File: src/rtl/loc_arb_pkg.sv
package loc_arb_pkg;
  localparam int unsigned ACC_VALID_BIT  = 7;
  localparam int unsigned ACC_ACTIVE_BIT = 5;
  localparam int unsigned ACC_PEND_BIT   = 2;
  localparam int unsigned ACC_REQ_BIT    = 1;

  typedef struct packed {
    logic rel;
    logic req;
  } acc_cmd_t;
endpackage

File: src/rtl/loc_init_timer.sv
module loc_init_timer #(
  parameter int unsigned INIT_CYCLES = 8,
  localparam int unsigned CNT_W = $clog2(INIT_CYCLES + 1)
) (
  input  logic clk_i,
  input  logic rst_ni,
  output logic valid_o
);
  logic [CNT_W-1:0] cnt_q;
  logic             valid_q;

  always_ff @(posedge clk_i or negedge rst_ni) begin
    if (!rst_ni) begin
      cnt_q   <= '0;
      valid_q <= 1'b0;
    end else if (!valid_q) begin
      cnt_q <= cnt_q + 1'b1;
      if (cnt_q == CNT_W'(INIT_CYCLES - 1)) valid_q <= 1'b1;
    end
  end

  assign valid_o = valid_q;
endmodule

File: src/rtl/loc_addr_decode.sv
module loc_addr_decode #(
  parameter int unsigned ADDR_W    = 15,
  parameter int unsigned WIN_SHIFT = 12,
  parameter int unsigned NUM_LOC   = 5,
  parameter int unsigned LOC_W     = 3,
  localparam int unsigned SEL_W    = ADDR_W - WIN_SHIFT
) (
  input  logic [ADDR_W-1:0] addr_i,
  output logic              hit_o,
  output logic [LOC_W-1:0]  loc_o
);
  logic [SEL_W-1:0] sel;

  assign sel   = addr_i[ADDR_W-1:WIN_SHIFT];
  assign hit_o = (addr_i[WIN_SHIFT-1:0] == '0) &&
                 ({1'b0, sel} < (SEL_W + 1)'(NUM_LOC));
  assign loc_o = LOC_W'(sel);
endmodule

File: src/rtl/loc_pick_highest.sv
module loc_pick_highest #(
  parameter int unsigned NUM_LOC = 5,
  parameter int unsigned LOC_W   = 3
) (
  input  logic [NUM_LOC-1:0] req_i,
  output logic               any_o,
  output logic [LOC_W-1:0]   idx_o
);
  always_comb begin
    idx_o = '0;
    for (int i = 0; i < int'(NUM_LOC); i++) begin
      if (req_i[i]) idx_o = LOC_W'(i);
    end
  end

  assign any_o = |req_i;
endmodule

File: src/rtl/locality_arbiter.sv
module locality_arbiter
  import loc_arb_pkg::*;
#(
  parameter int unsigned NUM_LOC     = 5,
  parameter int unsigned ADDR_W      = 15,
  parameter int unsigned WIN_SHIFT   = 12,
  parameter int unsigned INIT_CYCLES = 8,
  localparam int unsigned LOC_W      = $clog2(NUM_LOC)
) (
  input  logic              clk_i,
  input  logic              rst_ni,
  input  logic [ADDR_W-1:0] addr_i,
  input  logic              wr_en_i,
  input  logic [7:0]        wdata_i,
  output logic [7:0]        rdata_o,
  output logic              active_vld_o,
  output logic [LOC_W-1:0]  active_loc_o,
  output logic              loc_chg_o
);
  logic               valid_q;
  logic               win_hit;
  logic [LOC_W-1:0]   win_loc;
  logic [LOC_W-1:0]   owner_q, owner_d;
  logic               own_vld_q, own_vld_d;
  logic [NUM_LOC-1:0] pend_q, pend_d;
  logic               chg_q;
  logic               pick_any;
  logic [LOC_W-1:0]   pick_idx;
  logic               wr_ok, is_owner;
  acc_cmd_t           cmd;
  logic [7:0]         acc_byte [NUM_LOC];

  loc_init_timer #(.INIT_CYCLES(INIT_CYCLES)) u_timer (
    .clk_i  (clk_i),
    .rst_ni (rst_ni),
    .valid_o(valid_q)
  );

  loc_addr_decode #(
    .ADDR_W(ADDR_W), .WIN_SHIFT(WIN_SHIFT), .NUM_LOC(NUM_LOC), .LOC_W(LOC_W)
  ) u_dec (
    .addr_i(addr_i),
    .hit_o (win_hit),
    .loc_o (win_loc)
  );

  loc_pick_highest #(.NUM_LOC(NUM_LOC), .LOC_W(LOC_W)) u_pick (
    .req_i(pend_q),
    .any_o(pick_any),
    .idx_o(pick_idx)
  );

  assign wr_ok    = wr_en_i && win_hit && valid_q;
  assign is_owner = own_vld_q && (win_loc == owner_q);
  // owner: relinquish wins over request; non-owner: only request counts
  assign cmd.rel  = wr_ok && is_owner && wdata_i[ACC_ACTIVE_BIT];
  assign cmd.req  = wr_ok && !is_owner && wdata_i[ACC_REQ_BIT];

  always_comb begin
    owner_d   = owner_q;
    own_vld_d = own_vld_q;
    pend_d    = pend_q;
    if (cmd.rel) begin
      if (pick_any) begin
        owner_d          = pick_idx;
        own_vld_d        = 1'b1;
        pend_d[pick_idx] = 1'b0;
      end else begin
        owner_d   = '0;
        own_vld_d = 1'b0;
      end
    end else if (cmd.req) begin
      if (!own_vld_q) begin
        owner_d   = win_loc;
        own_vld_d = 1'b1;
      end else begin
        pend_d[win_loc] = 1'b1;
      end
    end
  end

  always_ff @(posedge clk_i or negedge rst_ni) begin
    if (!rst_ni) begin
      owner_q   <= '0;
      own_vld_q <= 1'b0;
      pend_q    <= '0;
      chg_q     <= 1'b0;
    end else begin
      owner_q   <= owner_d;
      own_vld_q <= own_vld_d;
      pend_q    <= pend_d;
      chg_q     <= (owner_d != owner_q) || (own_vld_d != own_vld_q);
    end
  end

  for (genvar l = 0; l < NUM_LOC; l++) begin : g_acc
    logic own_l;
    assign own_l = own_vld_q && (owner_q == LOC_W'(l));
    always_comb begin
      acc_byte[l]                 = 8'h00;
      acc_byte[l][ACC_VALID_BIT]  = 1'b1;
      acc_byte[l][ACC_ACTIVE_BIT] = own_l;
      acc_byte[l][ACC_PEND_BIT]   = own_l && (|pend_q);
    end
  end

  assign rdata_o      = (valid_q && win_hit) ? acc_byte[win_loc] : 8'h00;
  assign active_vld_o = own_vld_q;
  assign active_loc_o = owner_q;
  assign loc_chg_o    = chg_q;
endmodule

File: config.mk
export PLATFORM = sky130hd
export DESIGN_NAME = locality_arbiter
export DESIGN_NICKNAME = d
export VERILOG_FILES = /design/src/rtl/loc_arb_pkg.sv /design/src/rtl/loc_init_timer.sv /design/src/rtl/loc_addr_decode.sv /design/src/rtl/loc_pick_highest.sv /design/src/rtl/locality_arbiter.sv
export SDC_FILE = /design/constraint.sdc
export NUM_CORES = 1
export LEC_CHECK = 0
export BUFFER_PORTS_ARGS = -buffer_cell sky130_fd_sc_hd__clkbuf_2
export CORE_MARGIN = 2
export CORE_UTILIZATION = 35
export DETAILED_ROUTE_END_ITERATION = 16
export GPL_ROUTABILITY_DRIVEN = 0
export SYNTH_ARGS = -nofsm -noshare
export SYNTH_HDL_FRONTEND = slang
export SYNTH_SLANG_ARGS = --single-unit
File: constraint.sdc
create_clock -name clk_i -period 4.3 [get_ports clk_i]
set_input_delay 0.43 -clock clk_i [delete_from_list [all_inputs] [get_ports clk_i]]
set_output_delay 0.43 -clock clk_i [all_outputs]
set_load 0.01 [all_outputs]
==> flow_summary.toml, run 1 <==
[cts]
cts.repair.resized = 0
clock_latency_ns = 0.29
hold_buffers = 0
cts_setup_buffers = 0
clockBufferDepth = 2
cts_sinks = 15
cts.clk_slew.worst_paths_ns = 0.09
htreeDepth = 1
cts_tree = "yes"
cts-buffers-inserted = 3
root_buffer = "clkbuf_4"

[yosys]
syn_area_sq_mm = 0.00103
ys_seq_area_frac = 0.364
synth-edff-count = 0
synth_top_flop_cell = "dfrtp_1"
synth_seq_cells = 15
syn_inst = 106
yosys.cell_types.count = 40
avgSynthCellArea_sq_um = 9.74
yosys_warnings = 0
synthArstFlopShare = 1.00

[cells_and_area]
final_area_sq_mm = 0.00121
layout-drive-gt1-share = 0.311
finalNetCount = 163
antenna_cells = 0
postLayoutCoreUtil = 0.434
syn_to_final_growth_pct = 16.8

[drt]
avgViaCountPerCell = 5.51
drtIter0Drc = 21
wl_per_cell_um = 14.1
wl_um = 2330
drc = 0
route.vias.total = 914
first_pass_iters = 4
drtAntennaViolNets = 0

[critical_path]
cp_slowest_cell = "dfrtp_1"
reg2reg_from = "pend_q[2]"
startpoint_type = "flop"
worst-path-max-fanout = 6
crit_family = "simple AND/OR/NAND/NOR gates"
critical_path_class = "reg -> out"
required_ns = 3.87
reg2reg_depth = 4
cp_num_cells = 6
worst-path-buf-inv = 1
worst_path_largest_cell_delay_ns = 0.46
arrival_ns = 1.97
crit_chain = "nor4b_4, nand3_1, nor3_1, a21boi_1, nor2b_1, clkbuf_2"
startpoint = "u_timer.valid_o"
cp-end-kind = "output pin"

[pwr]
pwr-share-clk = 0.323
power_frac_comb = 0.116
p_leak_nw = 0.575
ir_drop_mv = 0.144
p_seq_frac = 0.562
pwr_density_cell_mw_per_mm2 = 208
intPower_uw = 186
switching_share = 0.258
p_sw_uw = 64.7

[floorplan]
start_util = 0.371
io_pins = 39
die_width_um = 58.3
die_height_um = 58.3
dieArea_sq_mm = 0.00340
core_sq_mm = 0.00278
num_rows = 19

[global_routing]
overflow = 0
grtUsageTotal = 0.156
grt_pass1_vias = 861
grt_pass1_wl_um = 3950
antenna_found_initial = 0
grt_max_degree = 16

[timing]
skew_ns = 0.00348
slew_viol_final = 0
period_share = 0.559
hold_viol = 0
rsz0062_at_grt = "no"
tns_ns = 0
post-route-min-period_ns = 2.40
max_freq_ghz = 0.416
finalSetupViolations = 0

[place]
io_buffer_count = 27
place_area_sq_mm = 0.00118
dpl.hpwl_um = 1920

[flow_run]
maxCapViolations = 0

[run_status]
outcome = "finished clean"

[hold_path]
min_path_type = "in -> async"
per-stage QoR:
step	setup slack (ns)	hold WS (ns)	total power, mW	instances
6_report	1.90	0.0429	0.251	166
5_1_grt	1.68	0.0560	0.268	166
4_1_cts	1.88	0.0502	0.256	166
3_5_place_dp	1.94	0.374	0.173	162
3_3_place_gp	1.97	0.368	0.172	162
2_1_floorplan	2.23	0.134	0.160	110
final timing paths:
| check | end | slack [ns] |
|---|---|---|
| setup / recovery | rdata_o[2] | 1.90 |
| hold / removal | active_loc_o[0] | 0.04 |
| setup reg to reg | active_vld_o | 2.50 |
| hold reg to reg | u_timer.cnt_q[3] | 0.49 |
| max in group asynchronous | active_vld_o | 3.98 |
| min in group clk_i | pend_q[1] | 0.44 |
flip-flops by register name, indices dropped and copies added, names as in the netlist:
signal and count:
loc_chg_o 1, pend_q 5, active_vld_o 1, active_loc_o 3, u_timer.valid_o 1, u_timer.cnt_q 4
cell usage in the layout (no fill, tap or decap), drive strengths merged, types with 3 or more instances in the layout:
master  instances
inv             4
nand2           4
o31ai           3
dfrtp          15
nor2           10
o21ai           5
xnor2           4
nor3            9
xor2            3
conb            5
nand3           7
mux2i           5
clkbuf         30
per-layer routing:
layer | up-vias | wire length [um] | track usage
met5 | - | 0 | 0
met4 | 0 | 34 | 0.0565
met3 | 4 | 151 | 0.0396
met2 | 29 | 1110 | 0.255
met1 | 437 | 1040 | 0.199
li1 | 444 | - | -
area by class of cell:
cell class	instances	area, sq um
Fill cell	280	1580
Multi-Input combinational cell	85	614
Sequential cell	15	375
Timing Repair Buffer	27	135
Tap cell	31	38.8
Clock buffer	3	22.5
Inverter	4	15.0
Clock inverter	1	5.00
synth_stat cells (2+ instances only):
master / count / area share
xnor2_1: 4 / 0.034
o21ai_0: 5 / 0.024
and3_1: 2 / 0.012
o31ai_1: 3 / 0.022
inv_1: 4 / 0.015
nor2_1: 10 / 0.036
nor2b_1: 2 / 0.012
mux2i_1: 5 / 0.048
o21bai_1: 2 / 0.015
or4_1: 2 / 0.015
a21oi_1: 2 / 0.0097
a41oi_1: 2 / 0.017
dfrtp_1: 15 / 0.36
buf_4: 5 / 0.036
nor3_1: 6 / 0.029
nor4b_4: 2 / 0.046
xor2_1: 3 / 0.025
nand2_1: 4 / 0.015
nand3_1: 6 / 0.029
nor3_4: 2 / 0.032
logic make-up after synthesis:
family,synth area share
buf+inv,0.0558
compound gates,0.150
xor+xnor,0.0594
other cells,0.00363
flops,0.364
simple gates,0.296
mux,0.0594
fa+ha+maj,0.0121
power by group through the flow:
stage / registers (mW) / logic [mW] / clock network, mW
floorplan: 0.144 / 0.0157 / 0
global route: 0.141 / 0.0325 / 0.0941
finish: 0.141 / 0.0290 / 0.0810
detailed placement: 0.144 / 0.0294 / 0
CTS: 0.141 / 0.0294 / 0.0856
global placement: 0.144 / 0.0284 / 0
Power figures use the tool's default switching activity.
==> run 2: changes to the inputs <==
- clock period: 4.3 -> 2.04 ns (I/O delays scaled with it)
==> run 2 against run 1 <==
The flow now finishes with violations (negative setup slack). Clock skew barely moved. Final cell count rose by 6.0%. First-iteration DRC count rose by 57%. Die area did not move. Sequential power rose by 110%. Critical path depth fell by 1. Power rose by 120%. Cell area rose by 9.3%. Non-clock buffer count rose by 10. Critical path type unchanged. Critical endpoint unchanged.
==> flow_summary.toml, run 2 (synthesis results as in run 1) <==
[critical_path]
arrival_ns = 1.85
crit_family = "simple AND/OR/NAND/NOR gates"
worst-path-max-fanout = 3
startpoint_type = "flop"
worst-path-buf-inv = 1
rrSetupSlack_ns = 0.21
crit_chain = "xor2_2, or4_4, a21boi_2, nor2b_1, buf_2"
worst_path_largest_cell_delay_ns = 0.49
required_ns = 1.84
critical_path_class = "reg -> out"
cp_slowest_cell = "or4_4"
cp-end-kind = "output pin"

[cts]
clock_latency_ns = 0.29
clockBufferDepth = 2
cts_tree = "yes"
htreeDepth = 1
cts-buffers-inserted = 3
cts_sinks = 15
root_buffer = "clkbuf_4"
cts.clk_slew.worst_paths_ns = 0.09

[cells_and_area]
top_register = "pend_q"
layout_commonest_cell = "clkbuf_2"
layout-drive-gt1-share = 0.393
layout_common_cells = "25 x clkbuf_2, 14 x dfrtp_1, 10 x nor2_1, 9 x buf_4, 6 x nand3_1"
finalNetCount = 173
postLayoutCoreUtil = 0.474
largest_reg_flops = 5
antenna_cells = 0
syn_to_final_growth_pct = 27.8

[global_routing]
antenna_found_initial = 0
grt_pass1_vias = 979
grtUsageTotal = 0.174
grt_max_degree = 16
overflow = 0
grt_pass1_wl_um = 4510

[drt]
avgViaCountPerCell = 5.54
drc = 0
drtIter0Drc = 33
wl_um = 2590
first_pass_iters = 5
wl_per_cell_um = 14.7
drtAntennaViolNets = 0
route.vias.total = 975

[floorplan]
core_sq_mm = 0.00278
die_width_um = 58.3
io_pins = 39
start_util = 0.371
dieArea_sq_mm = 0.00340
num_rows = 19
die_height_um = 58.3

[place]
io_buffer_count = 27
dpl.hpwl_um = 2080

[timing]
rsz0062_at_grt = "yes"
post-route-min-period_ns = 2.05
slew_viol_final = 0
hold_viol = 0
period_share = 1.01
skew_ns = 0.00349
timing.final.ws_setup_ns = -0.0132
whs_ns = 0.286
max_freq_ghz = 0.487
finalSetupViolations = 1

[pwr]
ir_drop_mv = 0.296
pwr_density_cell_mw_per_mm2 = 412
total_power_uw = 543
p_leak_nw = 0.628

[run_status]
outcome = "complete, but fails checks"
failed_checks = "negative setup slack"

[hold_path]
min_path_type = "in -> reg"

[flow_run]
maxCapViolations = 0
## run 2: changes by cell type in the layout (fill, tap and decap cells not counted), sizes merged
cell and change:
dlygate4sd3 +1, buf +11, clkbuf -2
## run 2: worst paths after layout
| check | start | to | cells after the start |
|---|---|---|---|
| worst max-delay path | active_loc_o[1] | rdata_o[2] | 5 |
| worst min-delay path | wr_en_i | active_vld_o | 3 |
| worst max register to register | active_loc_o[2] | active_loc_o[1] | 5 |
| worst min register to register | u_timer.cnt_q[3] | u_timer.cnt_q[3] | 1 |
| max in group asynchronous | rst_ni | active_loc_o[0] | 2 |
| min in group asynchronous | rst_ni | pend_q[3] | 2 |
## run 2: cell type report
| type | instances | area [sq um] |
|---|---|---|
| clock inverter | 1 | 5.00 |
| timing repair buffer | 37 | 219 |
| inverter | 4 | 15.0 |
| tap | 31 | 38.8 |
| multi-input combinational | 85 | 642 |
| clock buffer | 3 | 22.5 |
| sequential | 15 | 377 |
| fill | 269 | 1460 |
## run 2: per-stage QoR
stage               area [sq um]  std cells  setup TNS [ns]  setup slack (ns)
floorplan                   1050        110               0             0.199
CTS                         1300        175       -0.000271         -0.000271
detailed placement          1220        168               0             0.127
global route                1320        176         -0.0839           -0.0817
finish                      1320        176         -0.0132           -0.0132
global placement            1220        168               0             0.166
## run 2: what timing repair did
action	in CTS	in global routing
gates resized for setup	4	5
endpoints found under the setup margin	1	2
hold endpoints to repair	15	0
hold buffers	1	0
setup buffers	2	1
pin swaps	1	1
## run 2: worst reg2reg max path, cell delays in order, from the launching register on
cell,delay [ns]
dfrtp_1,0.48
xor2_1,0.21
nor4b_4,0.39
nand2_1,0.18
nor3_4,0.25
mux2i_1,0.23
## run 2: metal layers
layer	vias to the layer above	GRT usage	part of all wire
li1	461	-	-
met1	464	0.209	0.40
met2	41	0.303	0.51
met3	9	0.0549	0.077
met4	0	0.0432	0.013
met5	-	0	0
## run 2: report_power, final
group          switching [mW]  internal (mW)  leakage [nW]
combinational          0.0418         0.0292         0.418
clock                   0.102         0.0730        0.0177
sequential          0.0000579          0.297         0.192
total                   0.144          0.399         0.628
